===== src/rtl/fwd_pkg.sv =====
package fwd_pkg;

  typedef enum logic [1:0] {
    ST_STEER   = 2'd0,
    ST_MEASURE = 2'd1,
    ST_TRACK   = 2'd2
  } fwd_state_e;

  typedef enum logic [1:0] {
    DIR_NONE = 2'd0,
    DIR_UP   = 2'd1,
    DIR_DOWN = 2'd2
  } fwd_dir_e;

  typedef struct packed {
    logic too_low;
    logic too_high;
  } fwd_verdict_t;

endpackage


===== src/rtl/fwd_gate_timer.sv =====
module fwd_gate_timer #(
  parameter int GATE_CYCLES = 65536
) (
  input  logic clk,
  input  logic rst_n,
  output logic gate_end
);
  localparam int TW = (GATE_CYCLES > 2) ? $clog2(GATE_CYCLES) : 1;
  localparam logic [TW-1:0] LAST = TW'(GATE_CYCLES - 1);

  logic [TW-1:0] tmr_q, tmr_d;

  assign gate_end = (tmr_q == LAST);

  always_comb begin
    if (gate_end) tmr_d = '0;
    else          tmr_d = tmr_q + TW'(1);
  end

  always_ff @(posedge clk or negedge rst_n) begin
    if (!rst_n) tmr_q <= '0;
    else        tmr_q <= tmr_d;
  end
endmodule


===== src/rtl/fwd_edge_counter.sv =====
module fwd_edge_counter #(
  parameter int CNT_W = 17
) (
  input  logic             clk,
  input  logic             rst_n,
  input  logic             edge_pulse,
  input  logic             gate_end,
  output logic [CNT_W-1:0] gate_total
);
  logic [CNT_W-1:0] cnt_q, cnt_d;

  assign gate_total = cnt_q + CNT_W'(edge_pulse);

  always_comb begin
    if (gate_end) cnt_d = '0;
    else          cnt_d = gate_total;
  end

  always_ff @(posedge clk or negedge rst_n) begin
    if (!rst_n) cnt_q <= '0;
    else        cnt_q <= cnt_d;
  end
endmodule


===== src/rtl/fwd_window_cmp.sv =====
module fwd_window_cmp
  import fwd_pkg::*;
#(
  parameter int CNT_W       = 17,
  parameter int GATE_CYCLES = 65536,
  parameter int SLOW_DIV    = 2,
  parameter int FAST_DIV    = 4,
  parameter int TOL_PPM     = 1000
) (
  input  logic             mode_sel,
  input  logic [CNT_W-1:0] gate_total,
  output fwd_verdict_t     verdict
);
  logic [CNT_W-1:0] lo_bound [2];
  logic [CNT_W-1:0] hi_bound [2];

  for (genvar m = 0; m < 2; m++) begin : g_mode
    localparam int DIVR     = (m == 0) ? SLOW_DIV : FAST_DIV;
    localparam longint EXPC = longint'(GATE_CYCLES / DIVR);
    localparam longint TOLC = (EXPC * longint'(TOL_PPM)) / 64'sd1000000;
    assign lo_bound[m] = CNT_W'(EXPC - TOLC);
    assign hi_bound[m] = CNT_W'(EXPC + TOLC);
  end

  always_comb begin
    verdict.too_low  = gate_total < lo_bound[mode_sel];
    verdict.too_high = gate_total > hi_bound[mode_sel];
  end
endmodule


===== src/rtl/fwd_ctrl.sv =====
module fwd_ctrl
  import fwd_pkg::*;
(
  input  logic         clk,
  input  logic         rst_n,
  input  logic         gate_end,
  input  fwd_verdict_t verdict,
  output logic         pd_enable,
  output logic         steer_up,
  output logic         steer_down,
  output logic         locked
);
  fwd_state_e st_q, st_d;
  fwd_dir_e   dir_q, dir_d;
  logic       out_win;

  assign out_win = verdict.too_low | verdict.too_high;

  always_comb begin
    st_d  = st_q;
    dir_d = dir_q;
    if (gate_end) begin
      if (out_win) begin
        st_d  = ST_STEER;
        dir_d = verdict.too_low ? DIR_UP : DIR_DOWN;
      end else begin
        dir_d = DIR_NONE;
        unique case (st_q)
          ST_STEER:   st_d = ST_MEASURE;
          ST_MEASURE: st_d = ST_TRACK;
          ST_TRACK:   st_d = ST_TRACK;
          default:    st_d = ST_STEER;
        endcase
      end
    end
  end

  always_ff @(posedge clk or negedge rst_n) begin
    if (!rst_n) begin
      st_q  <= ST_STEER;
      dir_q <= DIR_NONE;
    end else if (gate_end) begin
      st_q  <= st_d;
      dir_q <= dir_d;
    end
  end

  assign pd_enable  = (st_q == ST_MEASURE) || (st_q == ST_TRACK);
  assign locked     = (st_q == ST_TRACK);
  assign steer_up   = (st_q == ST_STEER) && (dir_q == DIR_UP);
  assign steer_down = (st_q == ST_STEER) && (dir_q == DIR_DOWN);
endmodule


===== src/rtl/freq_window_det.sv =====
module freq_window_det
  import fwd_pkg::*;
#(
  parameter int GATE_CYCLES = 65536,
  parameter int SLOW_DIV    = 2,
  parameter int FAST_DIV    = 4,
  parameter int TOL_PPM     = 1000
) (
  input  logic clk,
  input  logic rst_n,
  input  logic ref_sel,
  input  logic div_edge,
  output logic pd_enable,
  output logic steer_up,
  output logic steer_down,
  output logic locked
);
  localparam int CNT_W = $clog2(GATE_CYCLES + 1);

  logic             gate_end;
  logic [CNT_W-1:0] gate_total;
  fwd_verdict_t     verdict;
  logic             in_window;

  assign in_window = !(verdict.too_low || verdict.too_high);

  fwd_gate_timer #(.GATE_CYCLES(GATE_CYCLES)) u_timer (
    .clk      (clk),
    .rst_n    (rst_n),
    .gate_end (gate_end)
  );

  fwd_edge_counter #(.CNT_W(CNT_W)) u_count (
    .clk        (clk),
    .rst_n      (rst_n),
    .edge_pulse (div_edge),
    .gate_end   (gate_end),
    .gate_total (gate_total)
  );

  fwd_window_cmp #(
    .CNT_W       (CNT_W),
    .GATE_CYCLES (GATE_CYCLES),
    .SLOW_DIV    (SLOW_DIV),
    .FAST_DIV    (FAST_DIV),
    .TOL_PPM     (TOL_PPM)
  ) u_cmp (
    .mode_sel   (ref_sel),
    .gate_total (gate_total),
    .verdict    (verdict)
  );

  fwd_ctrl u_ctrl (
    .clk        (clk),
    .rst_n      (rst_n),
    .gate_end   (gate_end),
    .verdict    (verdict),
    .pd_enable  (pd_enable),
    .steer_up   (steer_up),
    .steer_down (steer_down),
    .locked     (locked)
  );
endmodule


===== config.mk =====
export PLATFORM = sky130hd
export DESIGN_NAME = freq_window_det
export DESIGN_NICKNAME = d
export VERILOG_FILES = /design/src/rtl/fwd_pkg.sv /design/src/rtl/fwd_gate_timer.sv /design/src/rtl/fwd_edge_counter.sv /design/src/rtl/fwd_window_cmp.sv /design/src/rtl/fwd_ctrl.sv /design/src/rtl/freq_window_det.sv
export SDC_FILE = /design/constraint.sdc
export NUM_CORES = 1
export LEC_CHECK = 0
export BUFFER_PORTS_ARGS = -buffer_cell sky130_fd_sc_hd__buf_2
export CAP_MARGIN = 20
export CORE_MARGIN = 2
export CORE_UTILIZATION = 55
export DETAILED_ROUTE_END_ITERATION = 7
export GPL_ROUTABILITY_DRIVEN = 0
export PLACE_DENSITY = 0.72
export SLEW_MARGIN = 20
export SYNTH_ARGS = -nofsm -noshare
export SYNTH_HDL_FRONTEND = slang
export SYNTH_SLANG_ARGS = --single-unit

===== constraint.sdc =====
create_clock -name clk -period 3.83 [get_ports clk]
set_input_delay 0.1915 -clock clk [delete_from_list [all_inputs] [get_ports clk]]
set_output_delay 0.1915 -clock clk [all_outputs]
set_load 0.05 [all_outputs]

==> results of run 1 <==
[synthesized netlist by cell type (2+ instances only)]
cell | number | share of area [%]
sky130_fd_sc_hd__xor2_1 | 12 | 4.9
sky130_fd_sc_hd__or4_4 | 2 | 1.0
sky130_fd_sc_hd__nor3_1 | 4 | 0.93
sky130_fd_sc_hd__and3b_1 | 2 | 0.81
sky130_fd_sc_hd__inv_1 | 6 | 1.0
sky130_fd_sc_hd__nand3b_1 | 3 | 1.0
sky130_fd_sc_hd__nand4_1 | 10 | 2.9
sky130_fd_sc_hd__xnor2_1 | 15 | 6.1
sky130_fd_sc_hd__nand3_1 | 15 | 3.5
sky130_fd_sc_hd__o21ai_0 | 3 | 0.70
sky130_fd_sc_hd__nor2b_1 | 3 | 0.87
sky130_fd_sc_hd__and2_1 | 7 | 2.0
sky130_fd_sc_hd__nand2_1 | 22 | 3.8
sky130_fd_sc_hd__buf_4 | 2 | 0.70
sky130_fd_sc_hd__o21ai_1 | 2 | 0.47
sky130_fd_sc_hd__buf_2 | 2 | 0.47
sky130_fd_sc_hd__ha_1 | 11 | 6.4
sky130_fd_sc_hd__clkbuf_1 | 4 | 0.70
sky130_fd_sc_hd__a21oi_1 | 3 | 0.70
sky130_fd_sc_hd__nor2_1 | 31 | 5.4
sky130_fd_sc_hd__nor4_1 | 2 | 0.58
sky130_fd_sc_hd__a31oi_1 | 2 | 0.58
sky130_fd_sc_hd__dfrtp_1 | 37 | 43
sky130_fd_sc_hd__nand4b_1 | 2 | 0.81
sky130_fd_sc_hd__and3_1 | 3 | 0.87
[sequential cells by signal, indices dropped and copies added, names as in the netlist]
| signal | count |
|---|---|
| u_timer.tmr_q | 16 |
| u_ctrl.st_q | 2 |
| u_ctrl.dir_q | 2 |
| u_count.cnt_q | 17 |
[per-layer routing]
layer  GRT usage [%]  vias to the layer above  share of wire, %
met5               0                        -                 0
met4           9.439                        0               2.2
met3           6.081                       12               5.2
met1           28.88                      756                48
li1                -                      794                 -
met2           33.00                       42                45
[how the worst max path moves through the flow]
| stage | startpoint | to | depth (start not counted) |
|---|---|---|---|
| after floorplan | u_count.cnt_q[0] | u_ctrl.dir_q[1] | 13 |
| after global placement | u_count.cnt_q[0] | u_ctrl.dir_q[1] | 12 |
| after detailed placement | u_count.cnt_q[0] | u_ctrl.dir_q[1] | 12 |
| after CTS | u_count.cnt_q[0] | u_ctrl.dir_q[1] | 12 |
| after global routing | u_count.cnt_q[0] | u_ctrl.dir_q[1] | 12 |
| final | u_count.cnt_q[0] | u_ctrl.dir_q[1] | 12 |
[worst max-delay path: cells and delay by family (launching register included)]
kind / cells / cell delay, ns
AND/OR/NAND/NOR: 6 / 1.31
AO/OA/AOI/OAI: 2 / 0.39
flip-flops: 1 / 0.35
XOR/XNOR: 1 / 0.18
adder cells (fa/ha/maj): 3 / 0.88
[logic make-up (layout without fill, tap and decap cells)]
family	Yosys count	after routing	synth area share (%)
AOI/OAI and AO/OA	19	19	5.934
xor gates and xnor gates	28	28	11.75
adders and majority gates	11	11	6.399
buffers and inverters	16	21	3.606
DFF	37	37	43.05
muxes	2	2	0.9889
and+or+nand+nor	115	115	28.27
[metrics by stage]
stage	hold WS [ns]	cells	total power, W	cell area, um^2	util [%]
6_report	-0.01643	281	0.0009607	2298	61.85
4_1_cts	0.02302	281	0.0009665	2298	61.85
3_5_place_dp	0.3362	274	0.0006397	2195	59.06
3_3_place_gp	0.3262	274	0.0006365	2195	59.06
5_1_grt	0.04526	281	0.001020	2298	61.85
2_1_floorplan	-0.1041	228	0.0006000	2151	-
[power groups by stage]
| stage | clock network (W) | logic (W) | registers (W) |
|---|---|---|---|
| floorplan | 0 | 0.000150 | 0.000450 |
| global placement | 0 | 0.000162 | 0.000474 |
| detailed placement | 0 | 0.000163 | 0.000476 |
| CTS | 0.000332 | 0.000165 | 0.000469 |
| global route | 0.000355 | 0.000188 | 0.000477 |
| finish | 0.000327 | 0.000164 | 0.000470 |
[area by class of cell]
| cell class | count | share of cell area, % |
|---|---|---|
| multi-input combinational | 175 | 49.92 |
| sequential | 37 | 40.28 |
| clock buffer | 5 | 2.994 |
| tap | 48 | 2.613 |
| clock inverter | 2 | 1.524 |
| timing repair buffer | 7 | 1.524 |
| inverter | 7 | 1.143 |
==> qor.json, run 1 <==
{
  "logic_synthesis": {
    "yosysWarningCount": 0,
    "ys_async_sr_fraction_pct": 100.0,
    "dominantRegCellSynth": "sky130_fd_sc_hd__dfrtp_1",
    "synth_area_um2": 2151,
    "synth.lib_cells_used.distinct": 48,
    "syn_nets": 243,
    "ys_ff_latch": 37,
    "synth_enable_flop_cells": 0,
    "fraction_of_the_yosys_area_taken_by_sequential_cells_pct": 43.05,
    "synth_area_per_cell_um2": 9.433,
    "synthCells": 228
  },
  "timing": {
    "final-max-slew-violation-count": 0,
    "hold_slack_final_ns": -0.01643,
    "period_needed_ns": 3.213,
    "rsz0062_at_grt": "no",
    "timing.final.setup_violations": 0,
    "hold_viol": 37,
    "worst_slack_ns": 0.6174,
    "slew-limit-headroom_pct": 46.87,
    "final.period_utilization_pct": 83.88,
    "maxClockFrequency_mhz": 311.3,
    "transition_time_of_the_tightest_slew_check_pin_ns": 0.7969,
    "skew_ns": 0.006198,
    "tns_ns": 0
  },
  "clock_tree": {
    "tritoncts_num_sinks": 37,
    "cts_buffer_count": 5,
    "postCtsSetupRepairBufs": 0,
    "cts_tree": "built",
    "cts-root-buf": "sky130_fd_sc_hd__clkbuf_8",
    "insertion_delay_ns": 0.29,
    "cts_hold_repair.buffers": 0,
    "ctsHtreeMaxLevel": 2,
    "cts-root-to-sink-buffers": 2,
    "cts.clk_slew.worst_paths_ns": 0.07,
    "cts.repair.resized": 0
  },
  "placement": {
    "portBuffers": 7,
    "hpwl_um": 2942,
    "dp_slack_ns": 0.6325
  },
  "grt": {
    "grt_pass1_vias": 1599,
    "grt_overflow_total": 0,
    "track_usage_pct": 21.70,
    "grt_first_pass_wirelength_um": 7162,
    "antenna_violations_before_repair": 0,
    "pin_count_of_the_biggest_net_entering_global_routing": 38
  },
  "outcome": {
    "run_status": "finished, violations left",
    "failed_checks": "negative hold slack"
  },
  "detailed_routing": {
    "num_vias": 1604,
    "drt-total-wl_um": 4157,
    "iter_0_drt_violations": 92,
    "avgViaCountPerCell": 5.708,
    "remaining_drc_errors": 0,
    "drt-wirelength-per-cell_um": 14.79,
    "firstDrtPassIters": 4,
    "postRouteAntennaNets": 0
  },
  "cells_and_area": {
    "most-common-layout-cells": "sky130_fd_sc_hd__dfrtp_1, sky130_fd_sc_hd__nor2_1, sky130_fd_sc_hd__nand2_1, sky130_fd_sc_hd__nand3_1, sky130_fd_sc_hd__xnor2_1",
    "antenna_cells": 0,
    "multiInputGateArea_um2": 1147,
    "final_common_cell": "sky130_fd_sc_hd__dfrtp_1",
    "nFillCells": 314,
    "synthToLayoutAreaGrowth_pct": 6.864,
    "post_route_cells_drive_above_1_share_pct": 9.871,
    "nNetsFinal": 248,
    "register_area_um2": 925.9
  },
  "pwr": {
    "power.net_switching_w": 0.0002767,
    "share_clk_of_total_power_pct": 34.0,
    "power-per-cell-area_nw_per_um2": 418.0,
    "peakVddDrop_v": 0.0002313,
    "intPower_w": 0.0006841,
    "switching_fraction_pct": 28.80,
    "fraction_of_power_consumed_by_sequential_logic_pct": 48.9,
    "power_frac_comb_pct": 17.0,
    "power.leakage_nw": 1.048
  },
  "floorplan": {
    "site_row_count": 22,
    "floorplan.die_area_um2": 4427,
    "core-area_um2": 3716,
    "start_util_pct": 57.88,
    "ioPinCount": 8,
    "die_height_um": 66.54,
    "fp.dieW_um": 66.54
  },
  "worst_setup_path": {
    "worst_path_most_repeated_cell": "sky130_fd_sc_hd__ha_1",
    "slowest_stage_cell_crit_path": "sky130_fd_sc_hd__or4_1",
    "critical_path.cell_chain": "ha_1 -> ha_1 -> nand4_1 -> nor3_1 -> nand3_1 -> xnor2_1 -> ha_1 -> nand4_1 -> or4_1 -> o221ai_1 -> nand3b_1 -> a22o_1",
    "critPathMaxStageDelay_ns": 0.49,
    "worst_setup_path_end_kind": "flip-flop",
    "timing.critical_path.arrival_ns": 3.40,
    "critical_path_peak_fanout": 9,
    "critical_path.reg2reg.startpoint": "u_count.cnt_q[0]",
    "worstPathRequired_ns": 4.02,
    "worst_reg2reg_path_length_in_cells": 12,
    "crit_path_start_kind": "flip-flop",
    "setup.worst_path.class": "reg2reg",
    "critical_path.reg2reg.endpoint": "u_ctrl.dir_q[1]",
    "worst-r2r-setup-slack_ns": 0.62
  },
  "flow_run": {
    "cap_viol_max_count": 0
  },
  "hold_path": {
    "timing.hold.worst.class": "in2async"
  }
}
(Power assumes the default switching activity.)
==> run 2, diff against run 1 <==
Clock period 3.83 ns to 3.2 ns, I/O delays scaled along.
==> run 2 against run 1 <==
Compared with the run above: the flow still finishes with violations (negative hold slack); via count shrank 1.0%; die area is the same; non-clock buffer count grew 4; clock-buffer cell count is the same; critical path type unchanged; largest cell class unchanged.
==> qor.json, run 2 (synthesized netlist as in run 1, its figures left out) <==
{
  "detailed_routing": {
    "firstDrtPassIters": 4,
    "postRouteAntennaNets": 0,
    "drt-total-wl_um": 3996,
    "drt-wirelength-per-cell_um": 14.02,
    "num_vias": 1588,
    "avgViaCountPerCell": 5.572,
    "iter_0_drt_violations": 126,
    "remaining_drc_errors": 0
  },
  "pwr": {
    "power.net_switching_w": 0.0003210,
    "power.leakage_nw": 1.069,
    "share_clk_of_total_power_pct": 33.8,
    "fraction_of_power_consumed_by_sequential_logic_pct": 49.1,
    "power-per-cell-area_nw_per_um2": 487.4,
    "peakVddDrop_v": 0.0004184,
    "intPower_w": 0.0008193,
    "switching_fraction_pct": 28.15,
    "power_frac_comb_pct": 17.1
  },
  "cells_and_area": {
    "number_of_flip_flops_under_the_largest_register_name": 17,
    "most-common-layout-cells": "sky130_fd_sc_hd__dfrtp_1, sky130_fd_sc_hd__nor2_1, sky130_fd_sc_hd__nand2_1, sky130_fd_sc_hd__nand3_1, sky130_fd_sc_hd__xnor2_1",
    "final_core_util_pct": 62.96,
    "top_regs": "u_count.cnt_q: 17 flops, u_timer.tmr_q: 16 flops",
    "post_route_cells_drive_above_1_share_pct": 12.66,
    "register_area_um2": 927.1,
    "largest_register": "u_count.cnt_q",
    "final_common_cell": "sky130_fd_sc_hd__dfrtp_1",
    "synthToLayoutAreaGrowth_pct": 8.784,
    "multiInputGateArea_um2": 1157,
    "nFillCells": 316,
    "antenna_cells": 0,
    "nNetsFinal": 252
  },
  "placement": {
    "portBuffers": 7,
    "dp_slack_ns": 0.1773,
    "hpwl_um": 2848
  },
  "worst_setup_path": {
    "timing.critical_path.max_delay_family": "simple AND/OR/NAND/NOR gates",
    "crit_path_start_kind": "flip-flop",
    "critical_path.reg2reg.endpoint": "u_ctrl.dir_q[1]",
    "worst_reg2reg_path_length_in_cells": 10,
    "worst_setup_path_end_kind": "flip-flop",
    "critPathMaxStageDelay_ns": 0.49,
    "critical_path_peak_fanout": 6,
    "critical_path.reg2reg.startpoint": "u_count.cnt_q[10]",
    "critical_path.cell_chain": "inv_2 -> or3_1 -> o31ai_2 -> nand2_1 -> ha_1 -> nand4_1 -> or4_1 -> o221ai_1 -> nand3b_1 -> a22o_1",
    "timing.critical_path.arrival_ns": 3.17,
    "worstPathRequired_ns": 3.38,
    "crit_path_start": "u_count.cnt_q[10]",
    "worst-r2r-setup-slack_ns": 0.20,
    "path_buf_inv": 1,
    "setup.worst_path.class": "reg2reg",
    "slowest_stage_cell_crit_path": "sky130_fd_sc_hd__or4_1"
  },
  "outcome": {
    "run_status": "finished, violations left",
    "failed_checks": "negative hold slack"
  },
  "timing": {
    "skew_ns": 0.004616,
    "timing.final.setup_violations": 0,
    "maxClockFrequency_mhz": 333.5,
    "worst_slack_ns": 0.2017,
    "slew-limit-headroom_pct": 44.90,
    "final.period_utilization_pct": 93.70,
    "hold_slack_final_ns": -0.02404,
    "final-max-slew-violation-count": 0,
    "transition_time_of_the_tightest_slew_check_pin_ns": 0.8266,
    "hold_viol": 37,
    "period_needed_ns": 2.998
  },
  "clock_tree": {
    "tritoncts_num_sinks": 37,
    "ctsHtreeMaxLevel": 2,
    "cts-root-to-sink-buffers": 2,
    "cts-root-buf": "sky130_fd_sc_hd__clkbuf_8",
    "insertion_delay_ns": 0.28,
    "cts.clk_slew.worst_paths_ns": 0.07,
    "cts_tree": "built",
    "cts_buffer_count": 5
  },
  "floorplan": {
    "start_util_pct": 57.88,
    "site_row_count": 22,
    "fp.dieW_um": 66.54,
    "floorplan.die_area_um2": 4427,
    "core-area_um2": 3716,
    "die_height_um": 66.54,
    "ioPinCount": 8
  },
  "hold_path": {
    "timing.hold.worst.class": "in2async"
  },
  "grt": {
    "grt_overflow_total": 0,
    "antenna_violations_before_repair": 0,
    "track_usage_pct": 21.10,
    "pin_count_of_the_biggest_net_entering_global_routing": 38,
    "grt_pass1_vias": 1563,
    "grt_first_pass_wirelength_um": 7107
  },
  "flow_run": {
    "cap_viol_max_count": 0
  }
}
[run 2: metal layers]
layer  track usage (%)  wire (um)  vias up
met2             32.63       1771       30
met4             7.143         42        0
li1                  -          -      801
met5                 0          0        -
met1             29.99       2020      753
met3             3.547        162        4
[run 2: timing repair]
item / 4_1_cts / 5_1_grt
hold buffers: 0 / 0
endpoints found under the hold margin: 0 / 0
setup endpoints to repair: 0 / 3
resized for setup: 0 / 3
setup buffers: 0 / 0
[run 2: through the flow]
| stage | hold WS [ns] | power, W | TNS (ns) | cells | instance area [um^2] |
|---|---|---|---|---|---|
| floorplan | -0.1356 | 0.0007182 | 0 | 228 | 2151 |
| global placement | 0.2958 | 0.0007637 | 0 | 278 | 2225 |
| detailed placement | 0.3145 | 0.0007614 | 0 | 278 | 2225 |
| CTS | 0.005122 | 0.001147 | 0 | 285 | 2328 |
| global route | 0.03611 | 0.001202 | -0.001630 | 285 | 2340 |
| finish | -0.02404 | 0.001140 | 0 | 285 | 2340 |
[run 2: worst max path at each step]
| stage | end | depth (start not counted) |
|---|---|---|
| final | u_ctrl.dir_q[1] | 10 |
| after global routing | u_ctrl.dir_q[1] | 10 |
| after CTS | u_ctrl.dir_q[1] | 11 |
| after detailed placement | u_ctrl.dir_q[1] | 11 |
| after global placement | u_ctrl.dir_q[1] | 10 |
| after floorplan | u_ctrl.dir_q[1] | 13 |
[run 2: area by class of cell]
cell class              count  area share (%)
clock buffers               5           2.941
clock inverters             2           1.497
inverters                   7           1.123
multi-input cells         175           49.47
flip-flops and latches     37           39.63
well taps                  48           2.567
repair buffers             11           2.781
[run 2: power by group through the flow]
stage	logic (W)	registers [W]	clock network [W]
after floorplan	0.000179	0.000539	0
after global routing	0.000226	0.000565	0.000410
final	0.000195	0.000560	0.000385
after detailed placement	0.000193	0.000568	0
after global placement	0.000197	0.000566	0
after CTS	0.000195	0.000559	0.000394
[run 2: worst register-to-register path, cell delays in order (launching register included)]
cell,delay [ns]
sky130_fd_sc_hd__dfrtp_1,0.48
sky130_fd_sc_hd__inv_2,0.08
sky130_fd_sc_hd__or3_1,0.43
sky130_fd_sc_hd__o31ai_2,0.38
sky130_fd_sc_hd__nand2_1,0.10
sky130_fd_sc_hd__ha_1,0.31
sky130_fd_sc_hd__nand4_1,0.10
sky130_fd_sc_hd__or4_1,0.49
sky130_fd_sc_hd__o221ai_1,0.19
sky130_fd_sc_hd__nand3b_1,0.15
sky130_fd_sc_hd__a22o_1,0.20
